File: src/rtl/sg_pkg.sv
package sg_pkg;
    localparam logic [7:0] OP_PROG        = 8'h02;
    localparam logic [7:0] OP_ER4K        = 8'h20;
    localparam logic [7:0] OP_ER32K       = 8'h52;
    localparam logic [7:0] OP_ER64K       = 8'hD8;
    localparam logic [7:0] OP_CHIP        = 8'hC7;
    localparam logic [7:0] OP_SECT_PROT   = 8'hE1;
    localparam logic [7:0] OP_SECT_UNPROT = 8'hE2;
    localparam logic [7:0] OP_ALL_PROT    = 8'hE3;
    localparam logic [7:0] OP_ALL_UNPROT  = 8'hE4;
    localparam logic [7:0] OP_LOCKDOWN    = 8'hE5;

    typedef enum logic [2:0] {
        K_NONE,
        K_PROG,
        K_ERASE,
        K_CHIP,
        K_CTRL
    } kind_e;
endpackage

File: src/rtl/sg_region.sv
module sg_region
    import sg_pkg::*;
#(
    parameter int ADDR_W  = 24,
    parameter int ARRAY_W = 20,
    parameter int SECT_W  = 16,
    parameter int PAGE_W  = 8,
    parameter int BLK_S_W = 12,
    parameter int BLK_M_W = 15,
    parameter int IDX_W   = 4,
    parameter int LEN_W   = 21
) (
    input  logic [7:0]        cmd_code,
    input  logic [ADDR_W-1:0] cmd_addr,
    input  logic [PAGE_W:0]   cmd_nbytes,
    output kind_e             kind,
    output logic [IDX_W-1:0]  sect,
    output logic [ADDR_W-1:0] start,
    output logic [ADDR_W-1:0] last,
    output logic [LEN_W-1:0]  len,
    output logic              nbytes_ok
);
    localparam logic [PAGE_W:0] PAGE_BYTES = {1'b1, {PAGE_W{1'b0}}};

    logic [ADDR_W-1:0] base;
    logic [PAGE_W-1:0] tail;
    logic              unused_hi;

    assign unused_hi = ^cmd_addr[ADDR_W-1:ARRAY_W];
    assign sect      = cmd_addr[ARRAY_W-1:SECT_W];
    assign nbytes_ok = (cmd_nbytes != '0) && (cmd_nbytes <= PAGE_BYTES);

    always_comb begin
        base  = ADDR_W'(cmd_addr[ARRAY_W-1:0]);
        tail  = base[PAGE_W-1:0] + cmd_nbytes[PAGE_W-1:0] - PAGE_W'(1);
        kind  = K_NONE;
        start = '0;
        last  = '0;
        len   = '0;
        case (cmd_code)
            OP_PROG: begin
                kind  = K_PROG;
                start = base;
                len   = LEN_W'(cmd_nbytes);
                last  = {base[ADDR_W-1:PAGE_W], tail};
            end
            OP_ER4K: begin
                kind = K_ERASE;
                len  = LEN_W'(1) << BLK_S_W;
            end
            OP_ER32K: begin
                kind = K_ERASE;
                len  = LEN_W'(1) << BLK_M_W;
            end
            OP_ER64K: begin
                kind = K_ERASE;
                len  = LEN_W'(1) << SECT_W;
            end
            OP_CHIP: begin
                kind = K_CHIP;
                len  = LEN_W'(1) << ARRAY_W;
            end
            OP_SECT_PROT, OP_SECT_UNPROT, OP_ALL_PROT,
            OP_ALL_UNPROT, OP_LOCKDOWN: kind = K_CTRL;
            default: kind = K_NONE;
        endcase
        if (kind == K_ERASE || kind == K_CHIP) begin
            start = base & ~(ADDR_W'(len) - ADDR_W'(1));
            last  = start + ADDR_W'(len) - ADDR_W'(1);
        end
    end
endmodule

File: src/rtl/sg_prot.sv
module sg_prot
    import sg_pkg::*;
#(
    parameter int IDX_W = 4,
    parameter int NSECT = 16
) (
    input  logic             clk,
    input  logic             rst_n,
    input  logic             lock_clear,
    input  logic             wp_n,
    input  logic             cmd_valid,
    input  logic [7:0]       cmd_code,
    input  logic [IDX_W-1:0] sect,
    output logic [NSECT-1:0] blocked,
    output logic             ctrl_ok
);
    logic [NSECT-1:0] prot_d, prot_q;
    logic [NSECT-1:0] lock_d, lock_q;

    always_comb begin
        prot_d  = prot_q;
        lock_d  = lock_q;
        ctrl_ok = 1'b0;
        case (cmd_code)
            OP_SECT_PROT: begin
                ctrl_ok = wp_n;
                if (cmd_valid && ctrl_ok) prot_d[sect] = 1'b1;
            end
            OP_SECT_UNPROT: begin
                ctrl_ok = wp_n && !lock_q[sect];
                if (cmd_valid && ctrl_ok) prot_d[sect] = 1'b0;
            end
            OP_ALL_PROT: begin
                ctrl_ok = wp_n;
                if (cmd_valid && ctrl_ok) prot_d = '1;
            end
            OP_ALL_UNPROT: begin
                ctrl_ok = wp_n;
                if (cmd_valid && ctrl_ok) prot_d = '0;
            end
            OP_LOCKDOWN: begin
                ctrl_ok = 1'b1;
                if (cmd_valid) lock_d[sect] = 1'b1;
            end
            default: ctrl_ok = 1'b0;
        endcase
    end

    assign blocked = prot_q | lock_q;

    always_ff @(posedge clk or negedge rst_n) begin
        if (!rst_n) prot_q <= '1;
        else        prot_q <= prot_d;
    end

    always_ff @(posedge clk) begin
        if (lock_clear) lock_q <= '0;
        else            lock_q <= lock_d;
    end


    lock_one_way_chk: assert property (@(posedge clk) disable iff (!rst_n)
        !lock_clear |=> ((lock_q & $past(lock_q)) == $past(lock_q)));


    wp_freeze_chk: assert property (@(posedge clk) disable iff (!rst_n)
        !wp_n |=> $stable(prot_q));
endmodule

File: src/rtl/sector_gate.sv
module sector_gate
    import sg_pkg::*;
#(
    parameter int ADDR_W  = 24,
    parameter int ARRAY_W = 20,
    parameter int SECT_W  = 16,
    parameter int PAGE_W  = 8,
    parameter int BLK_S_W = 12,
    parameter int BLK_M_W = 15
) (
    input  logic                 clk,
    input  logic                 rst_n,
    input  logic                 lock_clear,
    input  logic                 wp_n,
    input  logic                 cmd_valid,
    input  logic [7:0]           cmd_code,
    input  logic [ADDR_W-1:0]    cmd_addr,
    input  logic [PAGE_W:0]      cmd_nbytes,
    output logic                 resp_valid,
    output logic                 resp_allow,
    output logic [ADDR_W-1:0]    resp_start,
    output logic [ADDR_W-1:0]    resp_last,
    output logic [ARRAY_W:0]     resp_len,
    output logic                 err_flag
);
    localparam int IDX_W = ARRAY_W - SECT_W;
    localparam int NSECT = 1 << IDX_W;
    localparam int LEN_W = ARRAY_W + 1;

    typedef struct packed {
        logic              valid;
        logic              allow;
        logic [ADDR_W-1:0] start;
        logic [ADDR_W-1:0] last;
        logic [LEN_W-1:0]  len;
        logic              err;
    } resp_t;

    kind_e             kind;
    logic [IDX_W-1:0]  sect;
    logic [ADDR_W-1:0] rg_start, rg_last;
    logic [LEN_W-1:0]  rg_len;
    logic              nbytes_ok;
    logic [NSECT-1:0]  blocked;
    logic              ctrl_ok;
    logic              allow;
    resp_t             r_d, r_q;

    sg_region #(
        .ADDR_W(ADDR_W), .ARRAY_W(ARRAY_W), .SECT_W(SECT_W), .PAGE_W(PAGE_W),
        .BLK_S_W(BLK_S_W), .BLK_M_W(BLK_M_W), .IDX_W(IDX_W), .LEN_W(LEN_W)
    ) u_region (
        .cmd_code(cmd_code), .cmd_addr(cmd_addr), .cmd_nbytes(cmd_nbytes),
        .kind(kind), .sect(sect), .start(rg_start), .last(rg_last),
        .len(rg_len), .nbytes_ok(nbytes_ok)
    );

    sg_prot #(.IDX_W(IDX_W), .NSECT(NSECT)) u_prot (
        .clk(clk), .rst_n(rst_n), .lock_clear(lock_clear), .wp_n(wp_n),
        .cmd_valid(cmd_valid), .cmd_code(cmd_code), .sect(sect),
        .blocked(blocked), .ctrl_ok(ctrl_ok)
    );

    always_comb begin
        case (kind)
            K_PROG:  allow = nbytes_ok && !blocked[sect];
            K_ERASE: allow = !blocked[sect];
            K_CHIP:  allow = (blocked == '0);
            K_CTRL:  allow = ctrl_ok;
            default: allow = 1'b0;
        endcase
        r_d       = r_q;
        r_d.valid = cmd_valid;
        if (cmd_valid) begin
            r_d.allow = allow;
            r_d.start = rg_start;
            r_d.last  = rg_last;
            r_d.len   = rg_len;
            r_d.err   = !allow;
        end
    end

    always_ff @(posedge clk or negedge rst_n) begin
        if (!rst_n) r_q <= '0;
        else        r_q <= r_d;
    end

    assign resp_valid = r_q.valid;
    assign resp_allow = r_q.allow;
    assign resp_start = r_q.start;
    assign resp_last  = r_q.last;
    assign resp_len   = r_q.len;
    assign err_flag   = r_q.err;


    resp_follows_cmd_chk: assert property (@(posedge clk) disable iff (!rst_n)
        cmd_valid |=> resp_valid);

    resp_idle_chk: assert property (@(posedge clk) disable iff (!rst_n)
        !cmd_valid |=> !resp_valid);

    err_hold_chk: assert property (@(posedge clk) disable iff (!rst_n)
        !cmd_valid |=> $stable(err_flag));

    err_tracks_chk: assert property (@(posedge clk) disable iff (!rst_n)
        resp_valid |-> (err_flag == !resp_allow));

    er4k_align_chk: assert property (@(posedge clk) disable iff (!rst_n)
        (cmd_valid && cmd_code == OP_ER4K) |=>
        (resp_start[BLK_S_W-1:0] == '0 && resp_len == (LEN_W'(1) << BLK_S_W)));

    chip_region_chk: assert property (@(posedge clk) disable iff (!rst_n)
        (cmd_valid && cmd_code == OP_CHIP) |=>
        (resp_start == '0 && resp_len == (LEN_W'(1) << ARRAY_W)));

    prog_in_page_chk: assert property (@(posedge clk) disable iff (!rst_n)
        (cmd_valid && cmd_code == OP_PROG) |=>
        (resp_last[ADDR_W-1:PAGE_W] == resp_start[ADDR_W-1:PAGE_W]));
endmodule

File: config.mk
export PLATFORM = sky130hd
export DESIGN_NAME = sector_gate
export DESIGN_NICKNAME = d
export VERILOG_FILES = /design/src/rtl/sg_pkg.sv /design/src/rtl/sg_region.sv /design/src/rtl/sg_prot.sv /design/src/rtl/sector_gate.sv
export SDC_FILE = /design/constraint.sdc
export NUM_CORES = 1
export LEC_CHECK = 0
export ABC_AREA = 1
export BUFFER_PORTS_ARGS = -buffer_cell sky130_fd_sc_hd__buf_2
export CORE_UTILIZATION = 62
export DETAILED_ROUTE_END_ITERATION = 8
export GPL_ROUTABILITY_DRIVEN = 0
export PLACE_DENSITY = 0.9
export SLEW_MARGIN = 10
export SYNTH_ARGS = -nofsm -noshare
export SYNTH_HDL_FRONTEND = slang
export SYNTH_SLANG_ARGS = --single-unit
export TNS_END_PERCENT = 5
File: constraint.sdc
create_clock -name clk -period 3.5 [get_ports clk]
set_input_delay 0.175 -clock clk [delete_from_list [all_inputs] [get_ports clk]]
set_output_delay 0.175 -clock clk [all_outputs]
set_load 0.02 [all_outputs]
# Yosys cells after proc, flatten, opt, wreduce, memory -nomap -nowiden
# Cells that the tools add are included.
[totals]
input_bits = 46
word_cells = 78
reg_bits = 104
out_inout_bits = 72
[classes]
n_lt_le_gt_ge = 3
n_eq_ne = 18
bitwise_logic = 7
n_addsub = 5
n_reduce_logical = 18
n_mux = 19
[op_table]
columns = ["operator", "n"]
rows = [
  ["21-bit case mux with 5 select lines", 1],
  ["16-bit two-way mux", 4],
  ["16-bit case mux with 4 select lines", 1],
  ["8-bit == test (second input constant)", 7],
  ["24-bit two-way mux", 2],
  ["16-bit bitwise OR", 3],
  ["20-bit two-way mux", 2],
  ["24-bit by 21-bit adder with 24-bit output", 1],
  ["20-bit by 24-bit AND with 24-bit output", 1],
  ["24-bit NOT", 1],
  ["24-bit by 1-bit subtractor with 24-bit output (second input constant)", 1],
  ["21-bit by 1-bit subtractor with 22-bit output (second input constant)", 1],
  ["16-bit AND", 1],
  ["16-bit zero test", 1],
  ["16-bit NOT", 1],
  ["3-bit case mux with 4 select lines", 1],
  ["9-bit <= comparator (second input constant)", 1],
  ["9-bit nonzero test", 1],
  ["8-bit adder", 1],
  ["1-bit binary-select mux with 4-bit select", 2],
  ["8-bit by 2-bit == test with 1-bit output (second input constant)", 1],
  ["8-bit by 6-bit == test with 1-bit output (second input constant)", 1],
  ["8-bit by 7-bit == test with 1-bit output (second input constant)", 1],
  ["2-bit by 1-bit != test with 1-bit output (second input constant)", 4],
  ["other kinds (18)", 29],
]

# Depth between registers and ports, before layout
[depth]
depth_word = 8
ltp_mapped = 26
mapped_depth_nobuf = 26

# Hierarchy
# Synthesis repeated with hierarchy kept, for this count alone.
[unflattened]
hier_cells = 1271
area_unflattened_um2 = 8110.3
[modules_own_cells]
columns = ["mod", "cells_per_inst", "instances", "seq_area_each_um2", "area_per_inst_um2"]
rows = [
  ["sector_gate", 368, 1, 1801.7, 3014.1],
  ["sg_region", 549, 1, 0.0, 2942.8],
  ["sg_prot", 354, 1, 740.7, 2153.3],
]

# Worst setup path before layout
# No wires, ideal clock.
[synth_path]
kind = "input to register"
start = "in cmd_code[2]"
end = "reg r_q, in the netlist resp_last[11]"
required_ns = 3.423
setup_time_ns = 0.077
arrival_time_ns = 3.121
path_slack_ns = 0.301
n_path_buf = 0
cell_stages = 21
cell_sequence = "nor2_4 -> nand2_2 -> nor3_4 -> inv_2 -> nor2_1 -> inv_1 -> ha_1 -> inv_1 -> nor2_1 -> nor3_1 -> inv_1 -> ha_1 -> inv_1 -> fa_1 -> nand3_1 -> nand3_1 -> a21oi_1 -> o21ai_0 -> a21oi_1 -> o21ai_0 -> a21oi_1"
[synth_via]
elab_chain_len = 8
word_cells_on_any_way = 24
cone_classes = "add/sub: 3; eq/ne: 12; mux: 4; bitwise: 2; reduce/logical: 3"
[synth_rtl]
columns = ["element", "line", "source"]
rows = [
  ["from (decl)", "sector_gate.sv:16", "input logic [7:0] cmd_code,"],
  ["8-bit == test (tied with other cells)", "sg_region.sv:40", "case (cmd_code)"],
  ["21-bit case mux with 5 select lines", "sg_region.sv:40", ""],
  ["21-bit by 1-bit subtractor with 22-bit output", "sg_region.sv:68", "start = base & ~(ADDR_W'(len) - ADDR_W'(1));"],
  ["24-bit NOT", "sg_region.sv:68", ""],
  ["20-bit by 24-bit AND with 24-bit output", "sg_region.sv:68", ""],
  ["24-bit by 21-bit adder with 24-bit output", "sg_region.sv:69", "last = start + ADDR_W'(len) - ADDR_W'(1);"],
  ["24-bit by 1-bit subtractor with 24-bit output", "sg_region.sv:69", ""],
  ["24-bit two-way mux (*)", "sg_region.sv:67", "if (kind == K_ERASE || kind == K_CHIP) begin"],
  ["to (signal assigned)", "sector_gate.sv:85", "else r_q <= r_d;"],
  ["to (decl)", "sector_gate.sv:47", "resp_t r_d, r_q;"],
]
# Mark *: on every way between the ends. The rest lies on a longest branch, timed or not.
# A chain may end at the register's enable or synchronous reset.

# Worst setup path after layout
[layout_path]
start = "in cmd_code[1]"
end = "reg r_q, in the netlist resp_last[21]"
# The elaborated chain is that of the path after synthesis.

==> results.txt <==
The flow ran to the end, and the final reports show no timing, DRC or antenna violations. The via total after detailed routing is 7253. The element type at the critical path start is a primary input. The fraction of the mapped netlist area in simple logic gates came out at 30.0%. Once the floorplan was initialized, standard cells occupied 63.9% of the core.

The worst hold path passes through 3 cells. The setup slack of the worst register-to-register path is 1.58 ns. The filler cells instantiated in the layout total 915. The area of the die is 11600 µm². The maximum clock frequency came out at ~0.32 GHz. The average footprint of a synthesized cell came out at 6.75 µm². The cell type group with the largest total delay on the critical path is simple AND/OR/NAND/NOR gates.

Summed over all instances, the cell type with the most area after synthesis is dfrtp_1. The share of synthesized area spent on multiplexers is 0.144%. The most used cell along the critical path is nand2_1. The leakage component of the power is between 0.004 and 0.005 µW. The critical path data arrival time is 3.44 ns.

The number of warnings issued by yosys came out at 0. The clock skew after layout is 0.0190 ns. By startpoint and endpoint, the worst setup path is classified as in2reg.

The slowest stage of the critical path belongs to the cell ha_1. The dominant combinational cell family by area after synthesis is simple AND/OR/NAND/NOR gates. The gate count of the mapped netlist is 1027. The number of cells on the worst reg-to-reg path came out at 11. The DRC violation count after routing is 0. The adder-cell area share of the yosys netlist is 8.34%. The power density over the cells came out at 313 nW/µm². The routed design could run at a clock period as short as about 3.1 ns. The core outline area is around 11000 µm². The minimum setup slack after placement is -0.0274 ns. The width of the chip came out at 108 µm.

The overall power of the completed layout is 2430 µW. The maximum level of the CTS H-tree is 3. The number of antenna violations at the first check in global routing was 0.

The area fraction of the dominant cell type after synthesis is ~22%. The number of buffers added on ports came out at 101. The clock slew seen by the registers of the worst setup and hold paths came out at around 0.10 ns. The design area came out at 7760 µm². The critical path required time is 3.79 ns. The worst-case hold slack came out at 0.0458 ns. TritonCTS built the clock tree. The async set-reset flop share out of synthesis is 82.6%.

The slew at the pin closest to its max-slew limit is 1.09 ns. The overall overflow remaining after global route is 0. The cell area after placement came out at between 7000 and 8000 µm². The max-slew headroom at the worst pin is 26.8%. The HPWL after detailed placement came out at 14400 µm.

The number of pins with negative max-slew slack in the final report came to 0. Among all flip-flop cells after synthesis, the most frequent one is dfrtp_1. The root buffer cell chosen for the clock tree is clkbuf_8. The xor/xnor cell area share of the yosys netlist came out at 1.52%. Once detail routing completed, the nets flagged for antenna violations numbered 0. The first global-routing pass estimated 31800 µm of wire. The iteration count of the initial detailed-routing pass is 6. The maximum clock insertion buffer count came out at 2. The final setup slack of the worst path is 0.350 ns. The share of the synthesized area in compound gates (AO/OA/AOI/OAI) came out at 16.5%. The chip height is ~110 µm. The max-cap violation count is 0. The fraction of the yosys area taken by sequential cells came out at between 30% and 40%. The type of the tightest min-delay check is in2reg. Global routing used around a third of the available tracks across all layers. The count of routing violations after the opening detailed-route iteration is 721.

The net count of the finished layout came out at 1222. By count the netlist is led by nand2_1 (249), nor2_1 (136), inv_1 (125). The count of standard-cell rows is 38. The signal on the critical path passes through buf_2 -> nand2_1 -> nor3_4 -> buf_4 -> nand2_1 -> ha_1 -> inv_1 -> a21oi_1 -> nand2_1 -> nand2_1 -> nand3_1 -> ha_1 -> inv_1 -> ha_1 -> a21oi_1 -> o21a_1 -> nand2_1 -> nand2_1 -> nand2_1 -> nand2_1 -> nand2_1 -> nand2_1 -> nand2_1 -> o21ai_0.

The final-report hold violation count is 0. The boundary pin count came out at 118. The buffering stage count on the worst path with inverters included is 4. Summed over all layers, the routed wires come to approximately 19000 µm. The synthesized cell area came out at 6930 µm².

The number of global-route vias before repair came out at 6897. The share of final-layout standard cells stronger than drive strength 1 came out at 17.1%. The number of storage elements in the synthesis netlist came out at 92. The relative area change from synthesis to final layout came out at 12.0%. The number of antenna diodes in the final layout is 0. The hold path startpoint is cmd_addr[1].

The CTS sink count came out at 92. The post-route fraction of the period consumed by the critical path is 90.0%. In this run the critical register-to-register path is launched from u_prot.lock_q[4].

In the post-synthesis netlist, the biggest area contributors are dfrtp_1 (22%), nand2_1 (13%), ha_1 (7.8%), nor2_1 (7.4%), inv_1 (6.8%). In this run the critical register-to-register path is captured at u_prot.prot_q[6]. The maximum number of pins on one net before global-route repair is 77. The longest individual stage delay on the worst path is 0.36 ns. The destination of the worst hold path is resp_start[1]. The number of buffers created by CTS came out at 9. Setup violations remaining at the end of the flow were counted as 0.

The vias per cell is 5.68. The most used standard cell by instance count after synthesis is nand2_1. The average wire per cell in the routed design came out at 15.1 µm. The nature of the critical path endpoint is a flop.

The source-to-sink clock delay at the later pin of the worst-skew pair is between 0.3 and 0.4 ns. The worst-case IR drop observed on VDD is 205 µV. The number of unique standard cell types used by synthesis came out at 52.

Counting flops with a built-in enable in the synthesized netlist gives 0. In this run the worst path has a maximum fanout of 6.
==> power breakdown <==
group | switching [µW] | internal, µW
Sequential | 41.8 | 1150
Combinational | 344 | 172
Clock | 416 | 308
==> flip-flops by register name (all words and copies together), names as in the netlist <==
| register | flops |
|---|---|
| resp_valid | 1 |
| u_prot.lock_q | 16 |
| resp_last | 24 |
| resp_start | 20 |
| resp_allow | 1 |
| u_prot.prot_q | 16 |
| err_flag | 1 |
| resp_len | 13 |
==> cell usage in the layout (no fill, tap or decap), types with 3 or more instances in the layout <==
master,count
a21oi_1,85
a22oi_1,4
buf_2,100
buf_4,20
clkbuf_8,9
conb_1,12
dfrtp_1,60
dfstp_2,16
dfxtp_1,16
ha_1,43
inv_1,124
inv_2,13
nand2_1,249
nand2_2,4
nand3_1,47
nand3_2,3
nand3b_1,6
nand4_1,17
nor2_1,134
nor2_2,6
nor2_4,5
o21ai_0,82
o21ai_1,22
o21ai_2,4
o21bai_1,3
or2_2,3
xnor2_1,6
xor2_1,6
==> metal layers <==
metal | vias up | wire [µm] | part of all wire (%) | track usage [%]
met4 | 0 | 789 | 4.1 | 17.8
met3 | 76 | 1870 | 9.7 | 6.36
li1 | 3502 | - | - | -
met2 | 376 | 8730 | 45 | 56.1
met1 | 3299 | 7930 | 41 | 45.4
met5 | - | 0 | 0 | 0
==> what timing repair did <==
action | CTS | global route
endpoints found under the setup margin | 0 | 10
hold buffers | 1 | 0
resized for setup | 0 | 3
hold endpoints to repair | 55 | 0
setup buffers | 0 | 1
==> worst max-delay path by stage <==
| stage | startpoint | end | slack, ns | cells past startpoint |
|---|---|---|---|---|
| 2_1_floorplan | cmd_code[2] | resp_last[11] | 0.30 | 21 |
| 3_3_place_gp | cmd_code[7] | resp_last[7] | 0.12 | 22 |
| 3_5_place_dp | cmd_code[7] | resp_last[21] | -0.03 | 26 |
| 4_1_cts | cmd_code[7] | resp_last[21] | 0.31 | 26 |
| 5_1_grt | cmd_code[7] | resp_last[21] | -0.03 | 27 |
| 6_report | cmd_code[1] | resp_last[21] | 0.35 | 24 |
==> metrics by stage <==
step | std cells | util (%) | TNS (ns)
2_1_floorplan | 1038 | - | 0
3_3_place_gp | 1258 | 69.6 | 0
3_5_place_dp | 1258 | 69.6 | -0.0422
4_1_cts | 1275 | 71.4 | 0
5_1_grt | 1276 | 71.6 | -0.0348
6_report | 1276 | 71.6 | 0
==> worst register-to-register path: cells and delay by family, from the launching register on <==
kind | cells | cell delay (ns)
buffers and inverters | 2 | 0.15
AND/OR/NAND/NOR | 6 | 0.48
AO/OA/AOI/OAI | 3 | 0.86
flip-flops | 1 | 0.34
==> layout make-up <==
class                   count  area (µm²)  area share (%)
multi-input cells         768        3970            51.1
flip-flops and latches     92        2240            28.9
repair buffers            121         661            8.51
inverters                 139         524            6.76
well taps                 140         175            2.26
clock buffers              12         156            2.02
clock inverters             4        32.5           0.419
==> cells by family (layout without fill, tap and decap cells) <==
| kind of cell | after synthesis | in the layout |
|---|---|---|
| simple gates | 485 | 485 |
| compound gates | 213 | 213 |
| buf+inv | 178 | 276 |
| flops | 92 | 92 |
| fa+ha+maj | 45 | 45 |
| xor+xnor | 12 | 12 |
| other cells | 1 | 12 |
| mux | 1 | 1 |
Note: power is estimated with default switching activity, not from simulation.
